## config.mk

```make
export PLATFORM = sky130hd
export DESIGN_NAME = dimmer_mode_det
export DESIGN_NICKNAME = d
export VERILOG_FILES = /design/src/rtl/dimmer_det_pkg.sv /design/src/rtl/dd_classify.sv /design/src/rtl/dd_learn.sv /design/src/rtl/dd_filter.sv /design/src/rtl/dimmer_mode_det.sv
export SDC_FILE = /design/constraint.sdc
export NUM_CORES = 1
export LEC_CHECK = 0
export BUFFER_PORTS_ARGS = -buffer_cell sky130_fd_sc_hd__buf_2
export CORE_MARGIN = 3
export CORE_UTILIZATION = 59
export CTS_BUF_LIST = sky130_fd_sc_hd__clkbuf_16
export CTS_CLUSTER_SIZE = 25
export DETAILED_ROUTE_END_ITERATION = 8
export PLACE_DENSITY = 0.79
export SETUP_SLACK_MARGIN = 0.02
export SYNTH_ARGS = -nofsm -noshare
export SYNTH_HDL_FRONTEND = slang
export SYNTH_SLANG_ARGS = --single-unit
```

## constraint.sdc

```tcl
create_clock -name clk -period 2.2 [get_ports clk]
set_input_delay 0.44 -clock clk [delete_from_list [all_inputs] [get_ports clk]]
set_output_delay 0.44 -clock clk [all_outputs]
set_load 0.005 [all_outputs]
```

## src/rtl/dimmer_det_pkg.sv

```systemverilog
package dimmer_det_pkg;

  localparam logic [1:0] MODE_NONE  = 2'b00;
  localparam logic [1:0] MODE_LEAD  = 2'b01;
  localparam logic [1:0] MODE_TRAIL = 2'b10;

  typedef enum logic {ST_LEARN = 1'b0, ST_VALID = 1'b1} det_state_t;

  // One half-cycle's flags reduced to a class code.
  function automatic logic [1:0] classify_hc(input logic cut, input logic rise,
                                             input logic fall);
    if (!cut)      return MODE_NONE;
    else if (rise) return MODE_LEAD;
    else if (fall) return MODE_TRAIL;
    else           return MODE_LEAD;
  endfunction

  // Largest tally wins; ties resolve toward the lower code.
  function automatic logic [1:0] vote3(input int n_none, input int n_lead,
                                       input int n_trail);
    if (n_none >= n_lead && n_none >= n_trail) return MODE_NONE;
    else if (n_lead >= n_trail)                return MODE_LEAD;
    else                                       return MODE_TRAIL;
  endfunction

  // Saturating step of the disagreement filter.
  function automatic int sat_step(input int v, input logic up, input int top);
    if (up) return (v >= top) ? top : v + 1;
    else    return (v <= 0) ? 0 : v - 1;
  endfunction

endpackage

```

## src/rtl/dd_classify.sv

```systemverilog
module dd_classify
  import dimmer_det_pkg::*;
(
  input  logic       cut_seen,
  input  logic       fast_rise,
  input  logic       steep_fall,
  output logic [1:0] hc_class
);
  always_comb hc_class = classify_hc(cut_seen, fast_rise, steep_fall);
endmodule

```

## src/rtl/dd_learn.sv

```systemverilog
module dd_learn
  import dimmer_det_pkg::*;
#(
  parameter int LEARN_HC = 4
) (
  input  logic       clk,
  input  logic       rst_n,
  input  logic       en,
  input  logic       stb,
  input  logic [1:0] hc_class,
  output logic       done,
  output logic [1:0] decision
);
  localparam int CNT_W = $clog2(LEARN_HC + 1);

  logic [CNT_W-1:0] cnt;
  logic [CNT_W-1:0] tally      [3];
  logic [CNT_W-1:0] tally_next [3];

  assign done     = en && stb && (cnt == CNT_W'(LEARN_HC - 1));
  assign decision = vote3(int'(tally_next[0]), int'(tally_next[1]), int'(tally_next[2]));

  always_ff @(posedge clk or negedge rst_n) begin
    if (!rst_n)              cnt <= '0;
    else if (!en || done)    cnt <= '0;
    else if (stb)            cnt <= cnt + 1'b1;
  end

  for (genvar k = 0; k < 3; k++) begin : g_tally
    assign tally_next[k] = tally[k] + CNT_W'(stb && (hc_class == 2'(k)));
    always_ff @(posedge clk or negedge rst_n) begin
      if (!rst_n)           tally[k] <= '0;
      else if (!en || done) tally[k] <= '0;
      else                  tally[k] <= tally_next[k];
    end
  end

  // the per-class tallies always add up to the strobes counted so far
  p_tally_sum_r3: assert property (@(posedge clk) disable iff (!rst_n)
    ({2'b00, tally[0]} + {2'b00, tally[1]} + {2'b00, tally[2]}) == {2'b00, cnt});
  // learning never counts past its length
  p_cnt_bound_r3: assert property (@(posedge clk) disable iff (!rst_n)
    int'(cnt) < LEARN_HC);
endmodule

```

## src/rtl/dd_filter.sv

```systemverilog
module dd_filter
  import dimmer_det_pkg::*;
#(
  parameter int FILT_W      = 4,
  parameter int VAL_PERIOD  = 64,
  parameter int RELEARN_LVL = 12
) (
  input  logic clk,
  input  logic rst_n,
  input  logic en,
  input  logic stb,
  input  logic disagree,
  output logic relearn
);
  localparam int FMAX  = (1 << FILT_W) - 1;
  localparam int PER_W = $clog2(VAL_PERIOD);

  logic [FILT_W-1:0] filt;
  logic [FILT_W-1:0] filt_next;
  logic [PER_W-1:0]  per;
  logic              period_end;

  assign filt_next  = FILT_W'(sat_step(int'(filt), disagree, FMAX));
  assign period_end = (per == PER_W'(VAL_PERIOD - 1));
  assign relearn    = en && stb && period_end && (int'(filt_next) >= RELEARN_LVL);

  always_ff @(posedge clk or negedge rst_n) begin
    if (!rst_n) begin
      filt <= '0;
      per  <= '0;
    end else if (!en) begin
      filt <= '0;
      per  <= '0;
    end else if (stb) begin
      filt <= filt_next;
      per  <= period_end ? '0 : per + 1'b1;
    end
  end

  // without a strobe the filter does not move
  p_filt_hold_r6: assert property (@(posedge clk) disable iff (!rst_n)
    (en && !stb) |=> $stable(filt));
  // reaching the level needs a filter already one step below it
  p_relearn_level_r7: assert property (@(posedge clk) disable iff (!rst_n)
    relearn |-> (int'(filt) >= RELEARN_LVL - 1));
  // the filter is clear whenever validation is off
  p_filt_clear_r6: assert property (@(posedge clk) disable iff (!rst_n)
    !en |=> (filt == '0));
endmodule

```

## src/rtl/dimmer_mode_det.sv

```systemverilog
module dimmer_mode_det
  import dimmer_det_pkg::*;
#(
  parameter int LEARN_HC    = 4,
  parameter int VAL_PERIOD  = 64,
  parameter int FILT_W      = 4,
  parameter int RELEARN_LVL = 12
) (
  input  logic       clk,
  input  logic       rst_n,
  input  logic       pwr_good,
  input  logic       hc_stb,
  input  logic       cut_seen,
  input  logic       fast_rise,
  input  logic       steep_fall,
  output logic [1:0] mode,
  output logic       mode_valid
);
  det_state_t st;
  logic [1:0] hc_class;
  logic [1:0] decision;
  logic       learn_en, learn_done;
  logic       valid_en, relearn;
  logic       disagree;

  assign learn_en   = pwr_good && (st == ST_LEARN);
  assign valid_en   = pwr_good && (st == ST_VALID);
  assign disagree   = (hc_class != mode);
  assign mode_valid = (st == ST_VALID);

  dd_classify u_cls (
    .cut_seen  (cut_seen),
    .fast_rise (fast_rise),
    .steep_fall(steep_fall),
    .hc_class  (hc_class)
  );

  dd_learn #(.LEARN_HC(LEARN_HC)) u_learn (
    .clk     (clk),
    .rst_n   (rst_n),
    .en      (learn_en),
    .stb     (hc_stb),
    .hc_class(hc_class),
    .done    (learn_done),
    .decision(decision)
  );

  dd_filter #(
    .FILT_W     (FILT_W),
    .VAL_PERIOD (VAL_PERIOD),
    .RELEARN_LVL(RELEARN_LVL)
  ) u_filt (
    .clk     (clk),
    .rst_n   (rst_n),
    .en      (valid_en),
    .stb     (hc_stb),
    .disagree(disagree),
    .relearn (relearn)
  );

  always_ff @(posedge clk or negedge rst_n) begin
    if (!rst_n) begin
      st   <= ST_LEARN;
      mode <= MODE_NONE;
    end else if (!pwr_good) begin
      st   <= ST_LEARN;
      mode <= MODE_NONE;
    end else begin
      unique case (st)
        ST_LEARN: if (learn_done) begin
          st   <= ST_VALID;
          mode <= decision;
        end
        ST_VALID: if (relearn) begin
          st   <= ST_LEARN;
          mode <= MODE_NONE;
        end
        default: st <= ST_LEARN;
      endcase
    end
  end

  // the unused code never shows on the output
  p_code_legal_r2: assert property (@(posedge clk) disable iff (!rst_n)
    mode != 2'b11);
  // supply loss clears the mode on the next edge
  p_pg_low_r10: assert property (@(posedge clk) disable iff (!rst_n)
    !pwr_good |=> (!mode_valid && mode == MODE_NONE));
  // nothing changes without a strobe while powered
  p_no_stb_r5: assert property (@(posedge clk) disable iff (!rst_n)
    (pwr_good && !hc_stb) |=> ($stable(mode) && $stable(mode_valid)));
  // validation starts only on a strobe
  p_rise_stb_r3: assert property (@(posedge clk) disable iff (!rst_n)
    $rose(mode_valid) |-> $past(hc_stb));
  // validation ends only on a strobe or a supply loss
  p_fall_cause_r7: assert property (@(posedge clk) disable iff (!rst_n)
    $fell(mode_valid) |-> ($past(hc_stb) || !$past(pwr_good)));
endmodule

```

# Yosys cells after proc, flatten, opt, wreduce, memory -nomap -nowiden
# Cells that the tools add are included.
# word_totals
ff_bits	25
input_bits	7
output_inout_bits	3
word_cells	72
# classes
n_addsub	7
magnitude_cmp	6
eq_ne	8
mux	26
bitwise	1
reduce_logical	16
# ops
cell	count
2-to-1 mux 4 bit	5
2-to-1 mux 6 bit	3
2-to-1 mux 2 bit	8
2-to-1 mux 3 bit	5
logical AND 1 bit	11
adder 3 x 1 -> 3 bit	3
>= comparator 3 bit	3
>= comparator 4 bit, second input constant	2
adder 6 x 1 -> 6 bit, second input constant	1
equality test 6 bit, second input constant	1
inequality test 3 x 2 -> 1 bit, second input constant	2
adder 4 x 1 -> 4 bit, second input constant	1
less-or-equal comparator 4 x 1 -> 1 bit, second input constant	1
case mux 2 bit (2 select lines)	1
subtractor 4 x 1 -> 4 bit, second input constant	1
adder 3 x 1 -> 3 bit, second input constant	1
equality test 3 x 2 -> 1 bit, second input constant	1
2-to-1 mux 1 bit	3
equality test 2 x 1 -> 1 bit, second input constant	1
equality test 2 bit, second input constant	1
logical NOT 2 bit	1
inequality test 2 bit	1
inequality test 2 bit, second input constant	1
case mux 1 bit (2 select lines)	1
other kinds (5)	5

# Depth between registers and ports, before layout
# depth
ltp_word	12
ltp_mapped	13

# Cells and area by module
# From an unflattened synthesis, not the netlist that was laid out.
# hier_totals
cells_unflattened	189
area_unflattened_um2	1732.9
# by_module_without_submodules
mod	instances	cells_per_inst	area_each_um2	seq_area_each_um2
dd_learn	1	74	768.2	300.3
dd_filter	1	94	767.0	250.2
dimmer_mode_det	1	18	180.2	75.1
dd_classify	1	3	17.5	0.0

# Worst setup path before layout
# OpenSTA, ideal clock, no wires.
# synth_timing
kind	input to register
startpoint	input port hc_stb
endpoint	register mode[1]
setup_time_ps	136
t_arrival_ps	2494
t_required_ps	2064
path_slack_ps	-429
path_stages	12
n_path_buf	2
cell_sequence	clkbuf_1 -> clkbuf_1 -> nand2_1 -> nor2_1 -> ha_1 -> ha_1 -> nor2b_1 -> maj3_1 -> a211oi_1 -> nor3_1 -> nand2_1 -> o211ai_1
# synth_via
elab_chain_cells	8
# synth_rtl
element	line_no	text
start: declaration	dimmer_mode_det.sv:12	input logic hc_stb,
logical AND 1 bit	dd_learn.sv:30	assign tally_next[k] = tally[k] + CNT_W'(stb && (hc_class == 2'(k)));
adder 3 x 1 -> 3 bit	dd_learn.sv:30	
>= comparator 3 bit (on tied branches)	dimmer_det_pkg.sv:22, dimmer_det_pkg.sv:21	
2-to-1 mux 2 bit or logical AND 1 bit (tied branches)	dimmer_det_pkg.sv:22, dimmer_det_pkg.sv:21	
2-to-1 mux 2 bit	dimmer_det_pkg.sv:21	if (n_none >= n_lead && n_none >= n_trail) return MODE_NONE;
2-to-1 mux 2 bit	dimmer_mode_det.sv:70	ST_LEARN: if (learn_done) begin
case mux 2 bit (2 select lines)	dimmer_mode_det.sv:69	unique case (st)
2-to-1 mux 2 bit	dimmer_mode_det.sv:65	end else if (!pwr_good) begin
end signal: assignment	dimmer_mode_det.sv:72	mode <= decision;
end: declaration	dimmer_mode_det.sv:16	output logic [1:0] mode,
# Several ways; a longest one is shown, not always the timed one. The select of a mux whose other input is x is not followed.
# A chain may end at the register's enable or synchronous reset.

# Worst setup path after layout
# layout_timing
startpoint	input port fast_rise
endpoint	register mode[1]
# layout_via
elab_chain_cells	11
# layout_rtl
element	line_no	text
start: declaration	dimmer_mode_det.sv:14	input logic fast_rise,
2-to-1 mux 2 bit (*)	dimmer_det_pkg.sv:13	else if (rise) return MODE_LEAD;
2-to-1 mux 2 bit (*)	dimmer_det_pkg.sv:12	if (!cut) return MODE_NONE;
equality test 2 x 1 -> 1 bit (tied with other cells)	dd_learn.sv:30	
logical AND 1 bit	dd_learn.sv:30	
adder 3 x 1 -> 3 bit	dd_learn.sv:30	
>= comparator 3 bit (on tied branches)	dimmer_det_pkg.sv:22, dimmer_det_pkg.sv:21	
2-to-1 mux 2 bit or logical AND 1 bit (tied branches)	dimmer_det_pkg.sv:22, dimmer_det_pkg.sv:21	
2-to-1 mux 2 bit	dimmer_det_pkg.sv:21	
2-to-1 mux 2 bit	dimmer_mode_det.sv:70	
case mux 2 bit (2 select lines)	dimmer_mode_det.sv:69	
2-to-1 mux 2 bit	dimmer_mode_det.sv:65	
# Mark *: on every way between the ends. The rest lies on a longest branch, timed or not. The select of a mux whose other input is x is not followed.

==> impl_metrics.py <==
metrics = {
    "floorplanning": {
        "dieArea_mm2": 0.003466,
        "initial_core_util_pct": 64.23,
        "core_mm2": 0.002567,
        "io_pins": 10,
        "die_w_um": 58.87,
        "die_h_um": 58.87,
        "rows": 18,
    },
    "clocking": {
        "cts_tree": "done",
        "cts_num_sinks": 25,
        "htree_num_levels": 1,
        "clk-insertion-delay-late_ns": 0.26,
        "cts.hold.buffers_added": 0,
        "clock_path_buffers": 2,
        "cts_buffers": 3,
        "clk_pin_slew_ns": 0.06,
        "root_buffer": "clkbuf_16",
    },
    "drt": {
        "wire_per_inst_um": 17.18,
        "vias": 1504,
        "drc": 0,
        "drt_iter0_markers": 96,
        "vias_per_cell": 6.400,
        "firstDrtPassIters": 4,
        "drtAntennaViolNets": 0,
        "wl_mm": 4.038,
    },
    "critical_path": {
        "critPathKind": "in2reg",
        "path_max_fanout": 2,
        "cp_top_family": "adder cells",
        "crit_path_max_incr_delay_ns": 0.36,
        "worst_path_max_delay_cell": "maj3_1",
        "critical_path.cell_chain": "buf_2 > and2b_2 > nor2_4 > ha_4 > inv_1 > ha_1 > nor2b_1 > maj3_1 > a21oi_1 > o211ai_1",
        "endpoint_kind": "flop",
        "cp_num_buf_inv": 2,
        "crit_path_start_kind": "input pin",
        "cp_data_arrival_time_ns": 2.26,
        "worst-endpoint-required_ns": 2.33,
    },
    "sta": {
        "fin_setup_tns_ns": 0,
        "maxSlewViolCount": 0,
        "min_period_ns": 2.133,
        "layout_setup_ws_ns": 0.06749,
        "maxSlewHeadroom_pct": 62.09,
        "fin_skew_ns": 0.003316,
        "fmax_mhz": 468.9,
        "holdWs_ns": 0.1679,
        "finalSetupViolCount": 0,
        "worstMarginPinSlew_ns": 0.5687,
        "hold_viol": 0,
        "min_period_over_period_pct": 96.93,
    },
    "grt": {
        "antenna_found_initial": 0,
        "grt_pass1_vias": 1413,
        "grt-ovfl-total": 0,
        "grt_pass1_wl_mm": 6.527,
        "gr-usage-all-layers_pct": 24.62,
        "grt_max_degree": 26,
    },
    "worst_hold_path": {
        "hold_path.class": "in2async",
    },
    "synth": {
        "synth.cell_area_mm2": 0.001649,
        "yosysSeqAreaShare_pct": 37.94,
        "synth_cells": 182,
        "ys_warn_count": 0,
        "synth_compound_area_share_pct": 18.36,
        "synth.area.top_cells": "dfrtp_1, ha_1, nor2_1",
        "synthArstFlopShare_pct": 100.0,
        "synth_top_area_share_pct": 37.94,
        "synth_top_family_by_area": "simple AND/OR/NAND/NOR gates",
        "synth_simple_gate_area_share_pct": 22.31,
        "yosys.area.top_type": "dfrtp_1",
        "syn-num-nets": 204,
        "synthAdderAreaFrac_pct": 12.59,
        "syn_area_per_cell_um2": 9.061,
        "synth_top_flop_cell": "dfrtp_1",
        "synth_xor_area_share_pct": 2.656,
        "synth_cell_types": 46,
        "synth.area.mux_share_pct": 2.428,
        "synth_edf_count": 0,
        "synth_seq_cells": 25,
    },
    "power": {
        "max-vdd-ir-drop_v": 0.0004216,
        "power_mw": 1.078,
        "p_leak_nw": 0.9471,
        "p_per_area_mw_per_mm2": 532.9,
    },
    "final_layout": {
        "finalInstanceArea_mm2": 0.002023,
        "drive_above_1_share_pct": 26.83,
        "final_util_pct": 78.80,
        "nNetsFinal": 228,
        "n_fill_cell": 167,
        "area_delta_synth_final_pct": 22.69,
        "multi_input_area_mm2": 0.001079,
        "antenna_cells": 0,
        "regArea_um2": 625.6,
        "layout.cells.non_filler": 235,
    },
    "place": {
        "place_area_mm2": 0.001846,
        "dp_hpwl_mm": 2.636,
        "place_inst": 229,
        "gp_congestion": 0.9075,
        "portBuffers": 9,
        "pre_cts_slack_ns": -0.2128,
    },
    "run_status": {
        "status": "finished clean",
    },
    "flow_run": {
        "cap_violations": 0,
    },
}
## what timing repair did
item,4_1_cts,5_1_grt
gates resized for setup,0,15
setup endpoints to repair,1,2
buffers inserted,0,2
pin swaps,1,11
## state kept, by name (all words and copies together), names as in the netlist
signal and flops:
mode_valid 1, u_filt.per 6, mode 2, u_learn.cnt 3, u_learn.tally 9, u_filt.filt 4
## cell families after synthesis
group | Yosys count
xor gates and xnor gates | 5
adders and majority gates | 17
buffers and inverters | 16
AOI/OAI and AO/OA | 41
muxes | 4
DFF | 25
and+or+nand+nor | 74
## cells in the mapped netlist, types with 2 or more instances
cell	count
nor3_1	10
nand2_1	12
mux2i_1	4
a211oi_1	6
nand2b_1	5
o21ai_0	5
nor2_1	25
clkbuf_1	4
xnor2_1	3
maj3_1	2
nand3_1	5
nor2b_1	2
o211ai_1	3
xor2_1	2
inv_1	10
a21oi_1	10
ha_1	15
o2111ai_1	3
dfrtp_1	25
a41oi_1	2
and2_1	4
## layer usage
layer / vias up / GRT usage [%] / part of all wire (%)
li1: 702 / - / -
met1: 741 / 33.85 / 45
met2: 53 / 40.69 / 48
met3: 8 / 3.289 / 5.0
met4: 0 / 6.796 / 1.5
met5: - / 0 / 0
## path summary, 6_finish.rpt
check	cells past startpoint	startpoint	endpoint	slack, ns
setup / recovery	10	fast_rise	mode[1]	0.07
hold / removal	1	rst_n	u_learn.tally[5]	0.17
setup reg to reg	9	u_learn.tally[6]	mode[1]	0.20
hold reg to reg	2	u_learn.cnt[2]	u_learn.cnt[2]	0.54
max in group asynchronous	1	rst_n	u_filt.filt[3]	1.65
min in group clk	2	pwr_good	mode_valid	0.52
## cell usage in the layout (no fill, tap or decap), types with 4 or more instances in the layout
master,netlist,final
mux2i_1,4,4
ha_1,15,10
and2_1,4,4
a211oi_1,6,4
dfrtp_1,25,25
nor3_1,10,8
nand2b_1,5,4
a21oi_1,10,9
o21ai_0,5,4
nand2_1,12,11
buf_2,1,8
nor2_1,25,24
buf_4,0,16
nand3_1,5,5
ha_4,0,5
inv_1,10,9
## area by class of cell
type                            count  share of cell area, %
Inverter                           11                  2.103
Timing Repair Buffer               24                  7.916
Clock buffer                        3                  3.711
Clock inverter                      1                 0.1855
Multi-Input combinational cell    141                  53.31
Sequential cell                    25                  30.92
Tap cell                           30                  1.855
## power breakdown
part | switching, mW | total, mW | internal, mW
Sequential | 0.0100 | 0.481 | 0.471
Clock | 0.157 | 0.400 | 0.243
Combinational | 0.106 | 0.198 | 0.0912
## worst reg2reg max path: stages (launching register included)
cell and delay, ns:
dfrtp_1 0.37, ha_1 0.30, inv_2 0.13, ha_4 0.22
nor2b_2 0.14, maj3_2 0.24, a211oi_2 0.05, nor3_2 0.21
nand2_1 0.07, o211ai_1 0.18
Note: power is estimated with default switching activity, not from simulation.
